## config.mk

```make
export PLATFORM = sky130hd
export DESIGN_NAME = alias_regs
export DESIGN_NICKNAME = d
export VERILOG_FILES = /design/src/rtl/alias_regs_pkg.sv /design/src/rtl/alias_wr_steer.sv /design/src/rtl/alias_rd_seq.sv /design/src/rtl/alias_rd_port.sv /design/src/rtl/alias_regs.sv
export SDC_FILE = /design/constraint.sdc
export NUM_CORES = 1
export LEC_CHECK = 0
export CAP_MARGIN = 0
export CORE_ASPECT_RATIO = 1.1
export CORE_MARGIN = 2
export CORE_UTILIZATION = 35
export CTS_CLUSTER_DIAMETER = 50
export DETAILED_ROUTE_END_ITERATION = 8
export DONT_BUFFER_PORTS = 1
export HOLD_SLACK_MARGIN = 0.12
export PLACE_DENSITY_LB_ADDON = 0.25
export SYNTH_ARGS = -nofsm -noshare
export SYNTH_HDL_FRONTEND = slang
export SYNTH_SLANG_ARGS = --single-unit
```

## constraint.sdc

```tcl
create_clock -name clk -period 0.93 [get_ports clk]
set_input_delay 0.279 -clock clk [delete_from_list [all_inputs] [get_ports clk]]
set_output_delay 0.279 -clock clk [all_outputs]
set_load 0.05 [all_outputs]
```

## src/rtl/alias_regs_pkg.sv

```systemverilog
package alias_regs_pkg;
   typedef enum logic [1:0] {
      SRC_NONE = 2'd0,
      SRC_BAUD = 2'd1,
      SRC_CTRL = 2'd2
   } rd_src_e;
endpackage

```

## src/rtl/alias_wr_steer.sv

```systemverilog
module alias_wr_steer #(
   parameter int              ADDR_W      = 4,
   parameter int              DATA_W      = 8,
   parameter int              BAUD_W      = 4,
   parameter logic [ADDR_W-1:0] SHARED_ADDR = 3,
   parameter logic [DATA_W-1:0] CTRL_RST  = 8'h86
) (
   input  logic              clk,
   input  logic              rst_n,
   input  logic [ADDR_W-1:0] addr,
   input  logic              wr_en,
   input  logic [DATA_W-1:0] wr_data,
   output logic [DATA_W-1:0] ctrl_q,
   output logic [BAUD_W-1:0] baud_q
);
   localparam int SEL = DATA_W - 1;

   logic              hit_wr;
   logic [SEL-1:0]    ctrl_low;

   assign hit_wr = wr_en && (addr == SHARED_ADDR);

   always_ff @(posedge clk or negedge rst_n) begin
      if (!rst_n) begin
         ctrl_low <= CTRL_RST[SEL-1:0];
         baud_q   <= '0;
      end else if (hit_wr) begin
         if (wr_data[SEL])
            ctrl_low <= wr_data[SEL-1:0];
         else
            baud_q   <= wr_data[BAUD_W-1:0];
      end
   end

   assign ctrl_q = {1'b1, ctrl_low};
endmodule

```

## src/rtl/alias_rd_seq.sv

```systemverilog
module alias_rd_seq #(
   parameter int              ADDR_W      = 4,
   parameter logic [ADDR_W-1:0] SHARED_ADDR = 3
) (
   input  logic                   clk,
   input  logic                   rst_n,
   input  logic [ADDR_W-1:0]      addr,
   input  logic                   rd_en,
   output alias_regs_pkg::rd_src_e src
);
   import alias_regs_pkg::*;

   logic hit_rd;
   logic armed_q;

   assign hit_rd = rd_en && (addr == SHARED_ADDR);

   always_ff @(posedge clk or negedge rst_n) begin
      if (!rst_n) armed_q <= 1'b0;
      else        armed_q <= hit_rd;
   end

   always_comb begin
      if (!hit_rd)      src = SRC_NONE;
      else if (armed_q) src = SRC_CTRL;
      else              src = SRC_BAUD;
   end
endmodule

```

## src/rtl/alias_rd_port.sv

```systemverilog
module alias_rd_port #(
   parameter int DATA_W    = 8,
   parameter int BAUD_W    = 4,
   parameter bit REG_RDATA = 1'b1
) (
   input  logic                    clk,
   input  logic                    rst_n,
   input  alias_regs_pkg::rd_src_e src,
   input  logic [DATA_W-1:0]       ctrl_q,
   input  logic [BAUD_W-1:0]       baud_q,
   output logic [DATA_W-1:0]       rd_data
);
   import alias_regs_pkg::*;

   localparam int PAD_W = DATA_W - BAUD_W;

   logic [DATA_W-1:0] mux_d;

   always_comb begin
      case (src)
         SRC_CTRL: mux_d = ctrl_q;
         SRC_BAUD: mux_d = {{PAD_W{1'b0}}, baud_q};
         default:  mux_d = '0;
      endcase
   end

   generate
      if (REG_RDATA) begin : g_reg
         logic [DATA_W-1:0] rd_q;
         always_ff @(posedge clk or negedge rst_n) begin
            if (!rst_n) rd_q <= '0;
            else        rd_q <= mux_d;
         end
         assign rd_data = rd_q;
      end else begin : g_comb
         assign rd_data = mux_d;
      end
   endgenerate
endmodule

```

## src/rtl/alias_regs.sv

```systemverilog
module alias_regs #(
   parameter int              ADDR_W      = 4,
   parameter int              DATA_W      = 8,
   parameter int              BAUD_W      = 4,
   parameter logic [ADDR_W-1:0] SHARED_ADDR = 3,
   parameter logic [DATA_W-1:0] CTRL_RST  = 8'h86,
   parameter bit              REG_RDATA   = 1'b1
) (
   input  logic              clk,
   input  logic              rst_n,
   input  logic [ADDR_W-1:0] addr,
   input  logic              wr_en,
   input  logic              rd_en,
   input  logic [DATA_W-1:0] wr_data,
   output logic [DATA_W-1:0] rd_data,
   output logic [DATA_W-1:0] ctrl_out,
   output logic [BAUD_W-1:0] baud_hi_out
);
   import alias_regs_pkg::*;

   generate
      if (DATA_W < 2) begin : g_bad_data
         $error("alias_regs: DATA_W must be at least 2");
      end
      if (BAUD_W < 1 || BAUD_W > DATA_W - 1) begin : g_bad_baud
         $error("alias_regs: BAUD_W must lie in 1..DATA_W-1");
      end
      if (ADDR_W < 1) begin : g_bad_addr
         $error("alias_regs: ADDR_W must be at least 1");
      end
   endgenerate

   rd_src_e src;

   alias_wr_steer #(
      .ADDR_W(ADDR_W), .DATA_W(DATA_W), .BAUD_W(BAUD_W),
      .SHARED_ADDR(SHARED_ADDR), .CTRL_RST(CTRL_RST)
   ) u_steer (
      .clk(clk), .rst_n(rst_n), .addr(addr), .wr_en(wr_en),
      .wr_data(wr_data), .ctrl_q(ctrl_out), .baud_q(baud_hi_out)
   );

   alias_rd_seq #(
      .ADDR_W(ADDR_W), .SHARED_ADDR(SHARED_ADDR)
   ) u_seq (
      .clk(clk), .rst_n(rst_n), .addr(addr), .rd_en(rd_en), .src(src)
   );

   alias_rd_port #(
      .DATA_W(DATA_W), .BAUD_W(BAUD_W), .REG_RDATA(REG_RDATA)
   ) u_port (
      .clk(clk), .rst_n(rst_n), .src(src), .ctrl_q(ctrl_out),
      .baud_q(baud_hi_out), .rd_data(rd_data)
   );
endmodule

```

* Word level (Yosys, flattened, before mapping)
Cells that the tools add are included.
** Storage, ports and cells
- Bits in registers :: 20
- Latch bits :: 0
- RAM bits :: 0
- Bits in read-only memories :: 0
- Input bits :: 16
- Output and inout bits :: 20
- Memories kept :: 0
** Cells by class
- $add $sub $neg :: 0
- Multipliers :: 0
- Divide/modulo/power cells :: 0
- Order comparisons :: 0
- Eq/ne operators :: 3
- Shift operators :: 0
- Mux-type cells :: 3
- Bitwise operators :: 1
- Reduce and logical (&&, ||, !) cells :: 4
** Operators by type and width (count)
- 8-bit one-hot mux with 2 select lines :: 1
- 4-bit by 2-bit == test with 1-bit output, second input constant :: 1
- 2-bit two-way mux :: 2
- 2-bit AND reduction :: 2
- 2-bit by 1-bit == test with 1-bit output, second input constant :: 1
- 2-bit == test, second input constant :: 1
- 1-bit logical AND :: 2
- 1-bit inverter :: 1

* Longest topological paths before layout
Gate-level depths: netlist of the first run.
- Depth in word-level cells :: 5
- Gate-level depth with buffers :: 4

* Cells and area by module
From an unflattened synthesis of the first run, not the netlist that was laid out.
** Second synthesis, totals
- Cells, all modules :: 60
- Area, all modules :: 853.3 um^2
** Modules (own cells, without submodules)
- alias_wr_steer :: instances 1, cells an instance 29, area an instance 476.7 um^2, sequential area each 277.8 um^2
- alias_rd_port :: instances 1, cells an instance 24, area an instance 307.8 um^2, sequential area each 200.2 um^2
- alias_rd_seq :: instances 1, cells an instance 7, area an instance 68.8 um^2, sequential area each 25.0 um^2

* Worst setup path after synthesis of the first run
OpenSTA, ideal clock, no wires.
- Kind :: input -> register
- Start point :: input port addr[2]
- End point :: register u_steer.ctrl_low[0]
- Library setup time :: 0.125 ns
- Data arrival time :: 1.194 ns
- Data required time :: 0.805 ns
- Slack :: -0.389 ns
- Stages :: 4
- Path buffers :: 1
- Cell sequence :: and4bb_4 -> and3_4 -> buf_12 -> mux2_4
** Between the ends
- Word-level cells in the longest chain between the ends :: 3
** RTL lines
- start, declared :: line alias_regs.sv:11 : input logic [ADDR_W-1:0] addr,
- 4-bit by 2-bit == test with 1-bit output :: line alias_wr_steer.sv:21 : assign hit_wr = wr_en && (addr == SHARED_ADDR);
- 1-bit logical AND :: line alias_wr_steer.sv:21
- 2-bit AND reduction (no line)
- end signal, assigned :: line alias_wr_steer.sv:25 : ctrl_low <= CTRL_RST[SEL-1:0];
- end signal, assigned :: line alias_wr_steer.sv:29 : ctrl_low <= wr_data[SEL-1:0];
- end, declared :: line alias_wr_steer.sv:19 : logic [SEL-1:0] ctrl_low;
No other way between the ends.
A chain may end at the register's enable or synchronous reset.

* Worst setup path in the final report of the first run
- Start point :: register u_steer.ctrl_low[2]
- End point :: output port ctrl_out[2]
** RTL lines
- end, declared :: line alias_regs.sv:16 : output logic [DATA_W-1:0] ctrl_out,
No word-level cell between the ends.

==> reports/metrics.csv, run 1 <==
stage;metric;value;unit
synthesis;yosys.area.top_type;dfrtp_1;
worst_setup_path;slowest_stage;dfstp_2;
pwr;switchingPower;0.874;mW
synthesis;synth_edf_count;0;
sta;hold_violations;0;
clock_tree;cts.sinks;20;
sta;fin_ws;-351;ps
die;io_pins;36;
worst_setup_path;crit_path_end_kind;primary output;
synthesis;synth_nets;68;
sta;max_slew_margin;41.6;%
pwr;power.share.clock;18.3;%
placed_design;place_congestion;0.640;
worst_setup_path;arrival;1000;ps
placed_design;dp_hpwl;1170;µm
pwr;p_leak;0.677;nW
synthesis;synthTopCellsByArea;dfrtp_1 (55%), mux2_4 (13%), dfstp_2 (6.5%), mux2_2 (5.5%), mux2i_1 (4.9%);
clock_tree;root_buffer;clkbuf_4;
sta;setup_viol;29;
pwr;p_int;1.84;mW
clock_tree;cts_max_path_buffers;2;
routing;drt_iter0_drc;3;
final_layout;diodes;0;
sta;fin_setup_tns;-5040;ps
final_layout;regArea;503;µm²
worst_setup_path;crit_required;650;ps
synthesis;synth_cell_type_count;17;
outcome;outcome;complete, but fails checks;
clock_tree;htreeDepth;1;
pwr;p_per_area;1880;mW/mm²
global_route;overflow;0;
synthesis;synth_most_common_cell;dfrtp_1;
pwr;power_frac_comb;41.3;%
worst_setup_path;path_max_fanout;3;
final_layout;num-fill-cells;168;
clock_tree;cts_inserted_buffers;3;
die;fp.dieH;54.5;µm
routing;routed_wl;1810;µm
final_layout;area_growth;77.3;%
sta;min_period;1280;ps
placed_design;port_buffers;0;
routing;num_vias;558;
routing;antenna_left;0;
routing;drc;0;
pwr;swShare;32.3;%
hold_path;hp-class;primary input to async pin;
die;die-area;0.00272;mm²
sta;tightest_slew;876;ps
worst_setup_path;crit_path_start_kind;register;
die;rows;18;
clock_tree;cts.clk_slew.worst_paths;110;ps
worst_setup_path;cpPeakStageDelay;560;ps
synthesis;ys_seq_area_share;61.9;%
sta;rsz0062_at_grt;true;
synthesis;synthDominantCellAreaShare;55.5;%
clock_tree;cts_tree;yes;
sta;skew;5.39;ps
pwr;p_total;2.71;mW
die;coreArea;0.00223;mm²
worst_setup_path;cp_top_family;flip-flops;
worst_setup_path;crit_buf_inv;1;
sta;fin_hold_ws;153;ps
run;drv_cap;0;
global_route;antenna_found_initial;0;
outcome;violations;setup timing;
synthesis;syn_area;812;µm²
worst_setup_path;crit_chain;buf_12;
synthesis;ys_dominant_reg_cell;dfrtp_1;
global_route;grt_pass1_wl;2790;µm
pwr;vdd_ir_drop_max;1.42;mV
die;start_util;36.4;%
sta;slew_viol_final;0;
global_route;grt_use_total;14.9;%
worst_setup_path;path_class;register to primary output;
routing;wire_per_inst;14.9;µm
synthesis;syn_inst;52;
final_layout;fin_nets;108;
synthesis;ys_seq_elements;20;
final_layout;drive_gt1_share;53.8;%
synthesis;ys_warn_count;0;
final_layout;multi_input_area;285;µm²
routing;first_pass_iters;4;
pwr;seq_power_share;40.4;%
sta;period_share;138;%
worst_setup_path;r2r_slack;-20;ps
global_route;grt_pass1_vias;570;
global_route;grt_max_degree;21;
clock_tree;clk_latency;300;ps
sta;max_clock_freq;781;MHz
synthesis;synth_commonest_cells;dfrtp_1 (18), mux2_4 (7), mux2_2 (4), mux2i_1 (4), nor2_1 (4);
synthesis;syn_area_per_cell;15.6;µm²
die;fp.dieW;49.9;µm
routing;vias_per_cell;4.61;
synthesis;postSynth.asyncResetShare;100;%
-- state kept, by name (all words and copies together), names as in the netlist --
name / count
u_steer.ctrl_low: 7
u_seq.armed_q: 1
u_port.rd_data: 8
u_steer.baud_q: 4
-- power by group through the flow --
stage | Sequential, mW | Clock (mW) | Combinational (mW)
final | 1.09 | 0.496 | 1.12
after global routing | 1.10 | 0.557 | 1.17
after CTS | 1.09 | 0.516 | 1.09
after detailed placement | 1.12 | 0 | 0.922
after global placement | 1.11 | 0 | 0.910
after floorplan | 1.40 | 0 | 0.160
-- worst paths after layout --
check,startpoint,to,depth (start not counted)
min in group clk,rd_en,u_seq.armed_q,2
max in group asynchronous,rst_n,u_port.rd_data[0],1
max reg2reg,u_steer.ctrl_low[0],u_steer.ctrl_low[0],2
min,rst_n,u_steer.baud_q[2],1
max,u_steer.ctrl_low[2],ctrl_out[2],1
min reg2reg,u_steer.ctrl_low[6],u_port.rd_data[6],1
-- area by class of cell --
type | count | share of cell area, %
well taps | 30 | 2.61
flip-flops and latches | 20 | 34.9
multi-input cells | 28 | 19.8
inverters | 1 | 0.261
clock buffers | 4 | 2.52
repair buffers | 38 | 39.9
-- kinds of logic (layout without fill, tap and decap cells) --
| group | Yosys count | after routing | synth area share [%] |
|---|---|---|---|
| buffers and inverters | 4 | 43 | 4.31 |
| AND/OR/NAND/NOR | 12 | 12 | 9.86 |
| other | 1 | 1 | 0.462 |
| flip-flops | 20 | 20 | 61.9 |
| multiplexers | 15 | 15 | 23.4 |
-- metrics by stage --
stage               instances  area, µm²  util [%]  worst slack [ps]
floorplan                  52        812         -              -380
global placement           99       1210      54.1              -388
detailed placement         99       1210      54.1              -403
CTS                       120       1400      62.9              -364
global route              121       1440      64.6              -387
finish                    121       1440      64.6              -351
-- per-layer routing --
metal / GRT usage (%) / part of all wire [%]
met2: 25.8 / 53
met5: 0 / 0
met3: 2.46 / 5.4
met1: 17.0 / 39
met4: 11.1 / 2.7
-- cells in the final DEF (no fill, tap or decap), drive strengths merged --
cell / netlist / routed
dlygate4sd3: 0 / 8
dfstp: 2 / 2
dlymetal6s4s: 0 / 1
conb: 1 / 1
mux2: 11 / 11
nand3b: 1 / 1
and4bb: 1 / 1
nor2: 4 / 4
and2: 3 / 3
and3: 2 / 2
mux2i: 4 / 4
inv: 1 / 1
dfrtp: 18 / 18
clkbuf: 1 / 4
buf: 2 / 29
nand2: 1 / 1
-- worst register-to-register path: cells and delay by family, from the launching register on --
| family | cells | cell delay, ps |
|---|---|---|
| mux | 1 | 260 |
| buf+inv | 1 | 160 |
| flops | 1 | 430 |
-- what timing repair did --
item / 4_1_cts / 5_1_grt
setup endpoints to repair: 30 / 53
endpoints found under the hold margin: 30 / 1
pin swaps: 2 / 2
resized for setup: 3 / 9
setup buffers: 9 / 3
hold buffers: 8 / 1
No activity file was read; power rests on OpenSTA's default activity.
==> run 2: changes to the inputs <==
Settings changed: ABC_AREA set to 1.
==> reports/metrics.csv, run 2 <==
stage;metric;value;unit
outcome;outcome;complete, but fails checks;
outcome;violations;setup timing;
clock_tree;cts.sinks;20;
final_layout;layout_common_cells;nand2_1 (29), nand4_1 (20), buf_12 (12), dfrtp_1 (12);
synthesis;yosys.area.top_type;dfrtp_1;
routing;wire_per_inst;13.2;µm
worst_setup_path;r2r_slack;-50;ps
sta;fin_hold_ws;112;ps
global_route;grt_max_degree;21;
final_layout;area_growth;51.0;%
synthesis;ys_dominant_reg_cell;dfrtp_1;
routing;antenna_left;0;
die;io_pins;36;
global_route;antenna_found_initial;0;
final_layout;layout_commonest_cell;nand2_1;
clock_tree;htreeDepth;1;
final_layout;num-fill-cells;213;
placed_design;dp.cells;133;
synthesis;postSynth.asyncResetShare;100;%
worst_setup_path;path_max_fanout;3;
synthesis;synth_nets;109;
pwr;p_leak;0.676;nW
sta;max_slew_margin;44.3;%
routing;routed_wl;2010;µm
placed_design;dp_hpwl;1400;µm
pwr;p_total;2.30;mW
run;drv_cap;0;
worst_setup_path;arrival;1030;ps
final_layout;stdcell_count;152;
sta;fin_ws;-377;ps
sta;tightest_slew;836;ps
global_route;grt_use_total;14.5;%
routing;drc;0;
die;rows;18;
sta;period_share;141;%
synthesis;ys_seq_elements;20;
synthesis;ys_seq_area_share;57.6;%
synthesis;synth_most_common_cell;nand2_1;
final_layout;diodes;0;
die;fp.dieH;56.4;µm
placed_design;dp_slack;-36.1;ps
clock_tree;cts_max_path_buffers;2;
clock_tree;cts_tree;yes;
synthesis;synthTopCellsByArea;dfrtp_1 (52%), nand4_1 (14%), nand2_1 (12%), dfstp_2 (6.0%), inv_1 (3.9%);
global_route;overflow;0;
clock_tree;cts_inserted_buffers;3;
die;fp.dieW;51.6;µm
synthesis;synth_edf_count;0;
hold_path;hp-class;primary input to register;
routing;drt_iter0_drc;7;
routing;first_pass_iters;4;
clock_tree;cts.clk_slew.worst_paths;100;ps
final_layout;regArea;510;µm²
sta;hold_violations;0;
synthesis;syn_area_per_cell;9.39;µm²
global_route;grt_pass1_wl;3190;µm
worst_setup_path;crit_path_end_kind;primary output;
sta;max_clock_freq;765;MHz
pwr;vdd_ir_drop_max;0.973;mV
sta;slew_viol_final;0;
die;coreArea;0.00230;mm²
worst_setup_path;path_class;register to primary output;
synthesis;syn_inst;93;
final_layout;largest_reg_flops;8;
sta;setup_viol;20;
global_route;grt_pass1_vias;705;
pwr;p_per_area;1740;mW/mm²
final_layout;postLayoutCoreUtil;57.4;%
worst_setup_path;crit_required;650;ps
final_layout;fin_nets;139;
placed_design;place_congestion;0.860;
synthesis;synthDominantCellAreaShare;51.6;%
synthesis;ys_warn_count;0;
synthesis;synth_commonest_cells;nand2_1 (29), nand4_1 (20), dfrtp_1 (18), inv_1 (9), nor2_1 (4);
routing;vias_per_cell;5.03;
die;die-area;0.00291;mm²
sta;min_period;1310;ps
die;start_util;38.0;%
clock_tree;root_buffer;clkbuf_4;
clock_tree;clk_latency;300;ps
routing;num_vias;765;
sta;skew;1.36;ps
synthesis;syn_area;873;µm²
worst_setup_path;crit_path_start_kind;register;
final_layout;drive_gt1_share;28.7;%
sta;rsz0062_at_grt;true;
synthesis;synth_cell_type_count;14;
placed_design;port_buffers;0;
final_layout;multi_input_area;282;µm²
## run 2: where the power goes
part,internal (mW),leakage (nW),switching [mW]
combinational,0.251,0.400,0.272
clock,0.239,0.0210,0.258
sequential,0.981,0.255,0.296
total,1.47,0.676,0.826
## run 2: repair_timing
item	in CTS	in global routing
hold buffers	9	2
setup endpoints to repair	25	48
gates resized for setup	6	2
buffers inserted	3	1
endpoints found under the hold margin	30	2
pin swaps	2	4
## run 2: final timing paths
kind,from,to,depth (start not counted)
hold reg to reg,u_steer.ctrl_low[1],u_steer.ctrl_low[1],2
setup reg to reg,u_steer.ctrl_low[1],u_port.rd_data[1],2
min in group asynchronous,rst_n,u_port.rd_data[3],1
setup / recovery,u_steer.ctrl_low[1],ctrl_out[1],0
max in group asynchronous,rst_n,u_steer.ctrl_low[6],1
hold / removal,wr_data[2],u_steer.baud_q[2],2
## run 2: cells by family (layout without fill, tap and decap cells)
| kind of cell | after synthesis | in the layout | share of synthesized area (%) |
|---|---|---|---|
| buffers and inverters | 16 | 45 | 10.2 |
| DFF | 20 | 20 | 57.6 |
| other | 1 | 1 | 0.429 |
| and+or+nand+nor | 56 | 56 | 31.8 |
## run 2: routing by layer
layer | global-route usage, % | part of all wire, %
met5 | 0 | 0
met2 | 23.4 | 50
met3 | 2.93 | 8.0
met4 | 10.2 | 3.5
met1 | 16.8 | 38
## run 2: per-stage QoR
| step | TNS (ps) | instance area [µm²] |
|---|---|---|
| 2_1_floorplan | -41.1 | 873 |
| 3_3_place_gp | -305 | 1130 |
| 3_5_place_dp | -299 | 1130 |
| 4_1_cts | -7590 | 1290 |
| 5_1_grt | -4950 | 1320 |
| 6_report | -4430 | 1320 |
## run 2: area by class of cell
| type | count | area share [%] |
|---|---|---|
| Sequential cell | 20 | 38.7 |
| Clock buffer | 4 | 2.75 |
| Inverter | 10 | 2.85 |
| Multi-Input combinational cell | 57 | 21.3 |
| Timing Repair Buffer | 31 | 31.5 |
| Tap cell | 30 | 2.85 |
